==> src/rtl/card_cfg_pkg.sv <==
package card_cfg_pkg;

  // register field masks
  localparam logic [7:0] OPT_KEEP_MASK  = 8'hCF;
  localparam logic [7:0] STAT_HOLD_MASK = 8'h82;
  localparam logic [7:0] STAT_LOAD_MASK = 8'h74;
  localparam logic [7:0] PIN_FIXED_BITS = 8'h0C;

  localparam int STAT_BIT_IRQ   = 1;
  localparam int STAT_BIT_PWRDN = 2;
  localparam int PIN_BIT_READY  = 5;

  // register offsets from the attribute base
  localparam int OFS_OPT  = 0;
  localparam int OFS_STAT = 2;
  localparam int OFS_PIN  = 4;
  localparam int OFS_SOCK = 6;

  typedef enum logic [2:0] {
    SEL_ROM,
    SEL_OPT,
    SEL_STAT,
    SEL_PIN,
    SEL_NONE
  } rdSel_e;

  // strobes from control to datapath
  typedef struct packed {
    logic optWr;
    logic optRst;
    logic statWr;
    logic ctlWr;
    logic ctlRst;
  } cfgStrobe_t;

  // content of the card-information ROM model
  function automatic logic [7:0] infoByte(input int idx);
    return 8'((idx * 37 + 11) & 255);
  endfunction

endpackage

==> src/rtl/card_cfg_info_rom.sv <==
module card_cfg_info_rom
  import card_cfg_pkg::*;
#(
  parameter int ADDR_W  = 10,
  parameter int ROM_LEN = 32
) (
  input  logic [ADDR_W-1:0] romAddr,
  output logic [7:0]        romData
);

  localparam int IDX_W = (ROM_LEN > 1) ? $clog2(ROM_LEN) : 1;
  localparam logic [ADDR_W-1:0] ROM_END = ADDR_W'(ROM_LEN);

  logic [7:0] romArr [ROM_LEN];

  for (genvar g = 0; g < ROM_LEN; g++) begin : g_rom
    assign romArr[g] = infoByte(g);
  end

  always_comb begin
    if (romAddr < ROM_END) romData = romArr[romAddr[IDX_W-1:0]];
    else                   romData = 8'h00;
  end

endmodule

==> src/rtl/card_cfg_ctrl.sv <==
module card_cfg_ctrl
  import card_cfg_pkg::*;
#(
  parameter int ADDR_W    = 10,
  parameter int ATTR_BASE = 512
) (
  input  logic [ADDR_W-1:0] attrAddr,
  input  logic              attrWrEn,
  input  logic              optSrstBit,
  input  logic              devCtlWr,
  input  logic              devCtlSrst,
  output cfgStrobe_t        strobe,
  output rdSel_e            rdSel
);

  localparam logic [ADDR_W-1:0] BASE_A = ADDR_W'(ATTR_BASE);

  logic              aboveBase;
  logic [ADDR_W-1:0] regOfs;

  always_comb begin
    aboveBase = (attrAddr >= BASE_A);
    regOfs    = attrAddr - BASE_A;
    if (!aboveBase)                        rdSel = SEL_ROM;
    else if (regOfs == ADDR_W'(OFS_OPT))   rdSel = SEL_OPT;
    else if (regOfs == ADDR_W'(OFS_STAT))  rdSel = SEL_STAT;
    else if (regOfs == ADDR_W'(OFS_PIN))   rdSel = SEL_PIN;
    else                                   rdSel = SEL_NONE; // socket/copy and holes
  end

  always_comb begin
    strobe.optWr  = attrWrEn && (rdSel == SEL_OPT);
    strobe.optRst = strobe.optWr && optSrstBit;
    strobe.statWr = attrWrEn && (rdSel == SEL_STAT);
    strobe.ctlWr  = devCtlWr;
    strobe.ctlRst = devCtlWr && devCtlSrst;
  end

endmodule

==> src/rtl/card_cfg_dpath.sv <==
module card_cfg_dpath
  import card_cfg_pkg::*;
(
  input  logic       clk,
  input  logic       rstN,
  input  cfgStrobe_t strobe,
  input  rdSel_e     rdSel,
  input  logic [7:0] wrData,
  input  logic       devCtlIen,
  input  logic       devCtlSrst,
  input  logic       drvIrq,
  input  logic [7:0] romData,
  output logic [7:0] rdData,
  output logic       irqLevel,
  output logic       softRst
);

  logic [7:0] optQ;
  logic [7:0] statQ;
  logic       readyQ;
  logic       ienQ;
  logic       srstQ;
  logic       softRstQ;
  logic       anyRst;

  assign anyRst = strobe.optRst || strobe.ctlRst;

  always_ff @(posedge clk or negedge rstN) begin
    if (!rstN) begin
      optQ     <= 8'h00;
      statQ    <= 8'h00;
      readyQ   <= 1'b0;
      ienQ     <= 1'b0;
      srstQ    <= 1'b0;
      softRstQ <= 1'b0;
    end else begin
      softRstQ <= anyRst;

      // option: the register carrying the reset bit keeps its value
      if (strobe.optWr && (strobe.optRst || !anyRst)) optQ <= wrData & OPT_KEEP_MASK;
      else if (anyRst)                                optQ <= 8'h00;

      // device control bits
      if (strobe.ctlWr && (strobe.ctlRst || !anyRst)) begin
        ienQ  <= devCtlIen;
        srstQ <= devCtlSrst;
      end else if (anyRst) begin
        ienQ  <= 1'b0;
        srstQ <= 1'b0;
      end

      // status: held bits plus loaded bits, irq bit tracks the drive
      if (anyRst)             statQ <= 8'h00;
      else if (strobe.statWr) statQ <= (statQ & STAT_HOLD_MASK) | (wrData & STAT_LOAD_MASK);
      statQ[STAT_BIT_IRQ] <= drvIrq;

      // ready flag raised by a power-down change
      if (anyRst) readyQ <= 1'b0;
      else if (strobe.statWr && (wrData[STAT_BIT_PWRDN] != statQ[STAT_BIT_PWRDN])) readyQ <= 1'b1;
    end
  end

  always_comb begin
    case (rdSel)
      SEL_ROM:  rdData = romData;
      SEL_OPT:  rdData = optQ;
      SEL_STAT: rdData = ienQ ? (statQ & ~(8'h01 << STAT_BIT_IRQ)) : statQ;
      SEL_PIN:  rdData = PIN_FIXED_BITS | ({7'h00, readyQ} << PIN_BIT_READY);
      default:  rdData = 8'h00;
    endcase
  end

  assign irqLevel = !statQ[STAT_BIT_IRQ] && !ienQ && !srstQ && !optQ[7];
  assign softRst  = softRstQ;

endmodule

==> src/rtl/card_cfg_regs.sv <==
module card_cfg_regs
  import card_cfg_pkg::*;
#(
  parameter int ADDR_W    = 10,
  parameter int ATTR_BASE = 512,
  parameter int ROM_LEN   = 32
) (
  input  logic              clk,
  input  logic              rstN,
  input  logic [ADDR_W-1:0] attrAddr,
  input  logic              attrWrEn,
  input  logic [7:0]        attrWrData,
  input  logic              devCtlWr,
  input  logic              devCtlIen,
  input  logic              devCtlSrst,
  input  logic              drvIrq,
  output logic [7:0]        attrRdData,
  output logic              irqLevel,
  output logic              softRst
);

  cfgStrobe_t strobe;
  rdSel_e     rdSel;
  logic [7:0] romData;

  card_cfg_ctrl #(.ADDR_W(ADDR_W), .ATTR_BASE(ATTR_BASE)) u_ctrl (
    .attrAddr  (attrAddr),
    .attrWrEn  (attrWrEn),
    .optSrstBit(attrWrData[7]),
    .devCtlWr  (devCtlWr),
    .devCtlSrst(devCtlSrst),
    .strobe    (strobe),
    .rdSel     (rdSel)
  );

  card_cfg_info_rom #(.ADDR_W(ADDR_W), .ROM_LEN(ROM_LEN)) u_rom (
    .romAddr(attrAddr),
    .romData(romData)
  );

  card_cfg_dpath u_dpath (
    .clk       (clk),
    .rstN      (rstN),
    .strobe    (strobe),
    .rdSel     (rdSel),
    .wrData    (attrWrData),
    .devCtlIen (devCtlIen),
    .devCtlSrst(devCtlSrst),
    .drvIrq    (drvIrq),
    .romData   (romData),
    .rdData    (attrRdData),
    .irqLevel  (irqLevel),
    .softRst   (softRst)
  );

endmodule

==> config.mk <==
export PLATFORM = sky130hd
export DESIGN_NAME = card_cfg_regs
export DESIGN_NICKNAME = d
export VERILOG_FILES = /design/src/rtl/card_cfg_pkg.sv /design/src/rtl/card_cfg_info_rom.sv /design/src/rtl/card_cfg_ctrl.sv /design/src/rtl/card_cfg_dpath.sv /design/src/rtl/card_cfg_regs.sv
export SDC_FILE = /design/constraint.sdc
export NUM_CORES = 1
export LEC_CHECK = 0
export BUFFER_PORTS_ARGS = -buffer_cell sky130_fd_sc_hd__buf_2
export CAP_MARGIN = 20
export CORE_MARGIN = 4
export CORE_UTILIZATION = 35
export DETAILED_ROUTE_END_ITERATION = 10
export SYNTH_ARGS = -nofsm -noshare
export SYNTH_HDL_FRONTEND = slang
export SYNTH_SLANG_ARGS = --single-unit
export TNS_END_PERCENT = 100
==> constraint.sdc <==
create_clock -name clk -period 2.1 [get_ports clk]
set_clock_uncertainty 0.05 [all_clocks]
set_input_delay 0.42 -clock clk [delete_from_list [all_inputs] [get_ports clk]]
set_output_delay 0.42 -clock clk [all_outputs]
set_load 0.1 [all_outputs]
Word-level counts from Yosys, hierarchy flattened
Memory sizes are Yosys's and may differ from the RTL's. Cells that the tools add are included.

Mux-type cells: 18. Add/sub/neg operators: 1. $lt $le $gt $ge: 3. Reductions and logical operators: 24. Eq/ne operators: 6. Bitwise operators: 2.

Operator list (count): 2-to-1 mux 8 bit (7); one-hot mux 8 bit (4 select lines) (1); 2-to-1 mux 3 bit (4); equality test 10 x 2 -> 1 bit (second input constant) (1); equality test 10 x 3 -> 1 bit (second input constant) (1); >= comparator 10 bit (second input constant) (1); logical AND 1 bit (10); zero test 10 bit (1); less-than comparator 10 x 6 -> 1 bit (second input constant) (1); subtractor 10 bit (second input constant) (1); OR 8 x 7 -> 8 bit (1); nonzero test 2 bit (4); equality test 3 x 2 -> 1 bit (second input constant) (2); >= comparator 6 bit (second input constant) (1); NOT 5 -> 6 bit (1); zero test 1 bit (5); 2-to-1 mux 1 bit (5); equality test 3 x 1 -> 1 bit (second input constant) (1); zero test 3 bit (1); logical OR 1 bit (3); 2-to-1 mux 2 bit (1); != test 1 bit (1).

Logic and storage cells: 62. Output and inout port bits: 10. Bits of input ports: 25. Register bits: 20. Memory bits (read-only): 256. Memories kept: 1.

Memory list: (no name shown) (depth 32, width 8, rd ports 1, clocked after memory_dff 0, write ports 0, line card_cfg_info_rom.sv:21) `if (romAddr < ROM_END) romData = romArr[romAddr[IDX_W-1:0]];`.

Logic depth before layout (Yosys ltp)
Depth in word-level cells: 14. Mapped depth: 8. Depth with buffers taken out: 7.

Cells and area by module
Synthesis repeated with hierarchy kept, for this count alone.

Cell total of the unflattened synthesis: 167. Area total of the unflattened synthesis: 1412.6 um^2.

By module, submodules not included: card_cfg_dpath (instances 1, seq. area each 375.4 um^2, area an instance 840.8 um^2, cells an instance 86); card_cfg_info_rom (instances 1, seq. area each 0.0 um^2, area an instance 461.7 um^2, cells an instance 64); card_cfg_ctrl (instances 1, seq. area each 0.0 um^2, area an instance 110.1 um^2, cells an instance 17).

Worst setup path after synthesis
No wires, ideal clock.

Kind: input port to output port. From: in attrAddr[6]. To: out attrRdData[2]. Required time: 1.630 ns. Data arrival time: 3.435 ns. Stages: 4. Path buffers: 0. Path slack: -1.805 ns. Cell sequence: or4_1 -> nor2_2 -> a21oi_1 -> o32ai_1.

Word-level cells in the longest chain between the ends: 8. Elaborated cells on any way between the ends: 16. Those cells by class: 1 x add/sub; 2 x order compare; 5 x eq/ne; 6 x mux; 2 x reduce/logical.

Ends and longest elaborated chain: start: declaration (line card_cfg_regs.sv:10) `input logic [ADDR_W-1:0] attrAddr,`; subtractor 10 bit (line card_cfg_ctrl.sv:23) `regOfs = attrAddr - BASE_A;`; equality test 10 x 3 -> 1 bit (line card_cfg_ctrl.sv:27) `else if (regOfs == ADDR_W'(OFS_PIN)) rdSel = SEL_PIN;`; 2-to-1 mux 3 bit (line card_cfg_ctrl.sv:27); 2-to-1 mux 3 bit (line card_cfg_ctrl.sv:26) `else if (regOfs == ADDR_W'(OFS_STAT)) rdSel = SEL_STAT;`; 2-to-1 mux 3 bit (line card_cfg_ctrl.sv:25) `else if (regOfs == ADDR_W'(OFS_OPT)) rdSel = SEL_OPT;`; 2-to-1 mux 3 bit (line card_cfg_ctrl.sv:24) `if (!aboveBase) rdSel = SEL_ROM;`; equality test 3 x 2 -> 1 bit (tied with other cells) (line card_cfg_dpath.sv:64) `case (rdSel)`; one-hot mux 8 bit (4 select lines) (*) (line card_cfg_dpath.sv:64); end: declaration (line card_cfg_regs.sv:17) `output logic [7:0] attrRdData,`.

Mark *: on every way between the ends. The rest lies on a longest branch, timed or not.

Worst setup path in the final report
From: in attrAddr[0]. To: out attrRdData[5].

The elaborated chain is that of the path after synthesis.

==> results.sh <==
export IMPL_status="finished with violations"
export IMPL_violations="setup timing"
export IMPL_io_pins=35
export IMPL_grt_pass1_wl_um=6800
export IMPL_placed_area_um2=1950
export IMPL_drive_above_1_share_pct=62.4
export IMPL_hold_path_class="primary input to async pin"
export IMPL_clk_pin_slew_worst_paths_ns=0.06
export IMPL_cts_tree="built"
export IMPL_yosys_top_cells_area="dfrtp_1 (29%), ha_1 (6.8%), nand2_1 (4.7%)"
export IMPL_grt_pass1_vias=1427
export IMPL_syn_num_nets=169
export IMPL_syn_area_per_cell_um2=9.40
export IMPL_ys_ff_latch=15
export IMPL_grt_max_degree=16
export IMPL_slew_viol_final=0
export IMPL_antenna_found_initial=0
export IMPL_nNetsFinal=243
export IMPL_vias=1351
export IMPL_ys_flop_type="dfrtp_1"
export IMPL_ctsRootBufferMaster="clkbuf_8"
export IMPL_gp_congestion=0.823
export IMPL_cts_buffer_depth=2
export IMPL_detail_route_wl_per_cell_um=16.4
export IMPL_fillers=275
export IMPL_path_max_fanout=5
export IMPL_die_area_um2=4710
export IMPL_synth_common_cells="nand2_1 (16), dfrtp_1 (15), nor2_1 (15)"
export IMPL_startpoint_type="primary input"
export IMPL_finalSetupViolCount=8
export IMPL_required_ns=1.63
export IMPL_timing_final_crit_share_pct=118
export IMPL_hold_buffers=0
export IMPL_drv_cap=0
export IMPL_dr_pass1_iters=4
export IMPL_rsz0062_at_grt="true"
export IMPL_worst_setup_path_type="primary input to output port"
export IMPL_powerDensity_nw_per_um2=367
export IMPL_tightest_slew_ns=0.487
export IMPL_critPathCaptureType="output port"
export IMPL_dieHeight_um=68.7
export IMPL_die_w_um=68.7
export IMPL_synth_edff_count=0
export IMPL_period_needed_ns=2.49
export IMPL_portBuffers=34
export IMPL_yosysWarnings=0
export IMPL_drc_errors=0
export IMPL_wirelength_um=4200
export IMPL_fin_area_um2=2300
export IMPL_viasPerCell=5.28
export IMPL_drtAntennaViolNets=0
export IMPL_relSlewSlack_pct=67.7
export IMPL_syn_inst=137
export IMPL_yosys_cell_count_top_type="nand2_1"
export IMPL_worst_skew_pair_late_latency_ns=0.25
export IMPL_final_hold_viol_count=0
export IMPL_core_um2=3440
export IMPL_synthToLayoutAreaGrowth_pct=78.5
export IMPL_synth_async_sr_flop_share_pct=100
export IMPL_rows=21
export IMPL_hpwlAfterDp_um=3190
export IMPL_ir_drop_v=0.000442
export IMPL_p_leak_nw=1.02
export IMPL_drt_iter0_drc=45
export IMPL_crit_arrival_ns=2.02
export IMPL_synth_seq_area_share_pct=29.2
export IMPL_timing_fmax_ghz=0.402
export IMPL_synth_area_leader_cell="dfrtp_1"
export IMPL_timing_final_ws_setup_ns=-0.386
export IMPL_cts_sinks=15
export IMPL_diodes=0
export IMPL_power_w=0.000843
export IMPL_start_util_pct=37.4
export IMPL_syn_area_um2=1290
export IMPL_grt_use_total_pct=19.4
export IMPL_cts_buffers=3
export IMPL_synth_cell_types=50
export IMPL_overflow=0
export IMPL_yosysTopAreaCellShare_pct=29.2
export IMPL_h_tree_depth=1
-- flip-flops by register name, summed over array words and instances (netlist names) --
| register | cells |
|---|---|
| u_dpath.srstQ | 1 |
| u_dpath.readyQ | 1 |
| u_dpath.statQ | 5 |
| u_dpath.optQ | 6 |
| u_dpath.softRst | 1 |
| u_dpath.ienQ | 1 |
-- metrics by stage --
step                      cells  TNS [ns]  hold slack, ns  setup WS, ns  util, %
after floorplan             137     -3.75          0.0744         -1.02        -
after global placement      240     -2.17           0.285        -0.396     56.6
after detailed placement    240     -2.37           0.295        -0.480     56.6
after CTS                   251     -1.56          0.0218        -0.368     63.6
after global routing        256     -2.32          0.0372        -0.468     66.8
final                       256     -1.81          0.0132        -0.386     66.8
-- cell usage in the layout, fill, tap and decap left out, types with 2 or more instances in the layout --
master / n
nor2_1: 13
buf_6: 7
ha_2: 4
nor2_4: 3
a22o_1: 5
buf_2: 21
nand2_4: 2
o211ai_1: 2
clkbuf_16: 2
inv_1: 4
buf_12: 6
o21ai_0: 2
ha_4: 2
o21ai_4: 3
a21oi_2: 3
mux4_2: 2
dfrtp_1: 15
nor2b_4: 4
buf_4: 38
o21ai_1: 3
mux2i_1: 4
nor3b_4: 2
nand2_1: 14
a211oi_2: 3
nand3_4: 3
a21oi_1: 4
nand3b_1: 2
clkbuf_8: 3
nor4_4: 2
-- layout make-up --
cell class	count	area, µm²	area share (%)
Multi-Input combinational cell	109	1130	49.3
Sequential cell	15	375	16.3
Tap cell	46	57.6	2.50
Timing Repair Buffer	76	662	28.8
Inverter	6	26.3	1.14
Clock buffer	4	45.0	1.96
-- per-layer routing --
| layer | wire (µm) | up-vias | share of wire, % | track usage, % |
|---|---|---|---|---|
| met5 | 0 | - | 0 | 0 |
| met2 | 2330 | 37 | 55 | 36.9 |
| met4 | 101 | 0 | 2.4 | 7.69 |
| li1 | - | 649 | - | - |
| met1 | 1600 | 654 | 38 | 21.7 |
| met3 | 172 | 11 | 4.1 | 2.11 |
-- logic make-up (layout without fill, tap and decap cells) --
logic type	after synthesis	count (layout)	share of synthesized area [%]
fa+ha+maj	7	7	6.80
mux	6	6	6.61
xor+xnor	2	2	1.36
compound gates	39	39	23.5
buf+inv	13	86	5.25
simple gates	55	55	27.3
flops	15	15	29.2
-- power breakdown --
| part | total [W] | internal, W | leakage (nW) | switching (W) |
|---|---|---|---|---|
| Combinational | 0.000312 | 0.000142 | 0.798 | 0.000170 |
| Sequential | 0.000300 | 0.000295 | 0.203 | 0.00000547 |
| Clock | 0.000231 | 0.000134 | 0.0228 | 0.0000961 |
| Total | 0.000843 | 0.000571 | 1.02 | 0.000271 |
-- path summary, 6_finish.rpt --
kind                                              start  slack [ns]                           end  cells past startpoint
setup / recovery                            attrAddr[0]       -0.39                 attrRdData[5]                      8
hold / removal                                     rstN        0.01  u_dpath.statQ[5]$_DFFE_PN0P_                      1
setup reg to reg           u_dpath.statQ[2]$_DFFE_PN0P_        1.12    u_dpath.readyQ$_DFFE_PN0P_                      3
hold reg to reg             u_dpath.optQ[3]$_DFFE_PN0P_        0.46   u_dpath.optQ[3]$_DFFE_PN0P_                      1
max in group asynchronous                          rstN        1.74   u_dpath.optQ[1]$_DFFE_PN0P_                      1
min in group clk                                 drvIrq        0.23    u_dpath.statQ[1]$_DFF_PN0_                      1
-- critical path, cell delays in order --
cell and delay (ns):
buf_8 0.08, clkinvlp_4 0.14, ha_4 0.35, nor2b_4 0.06
o32ai_2 0.27, a21oi_2 0.09, o211ai_1 0.33, clkbuf_16 0.27
-- what timing repair did --
action                     4_1_cts  5_1_grt
setup endpoints to repair        8        8
buffers inserted                 7        6
pin swaps                       13       15
gates resized for setup         34       16
Note: power is estimated with default switching activity, not from simulation.
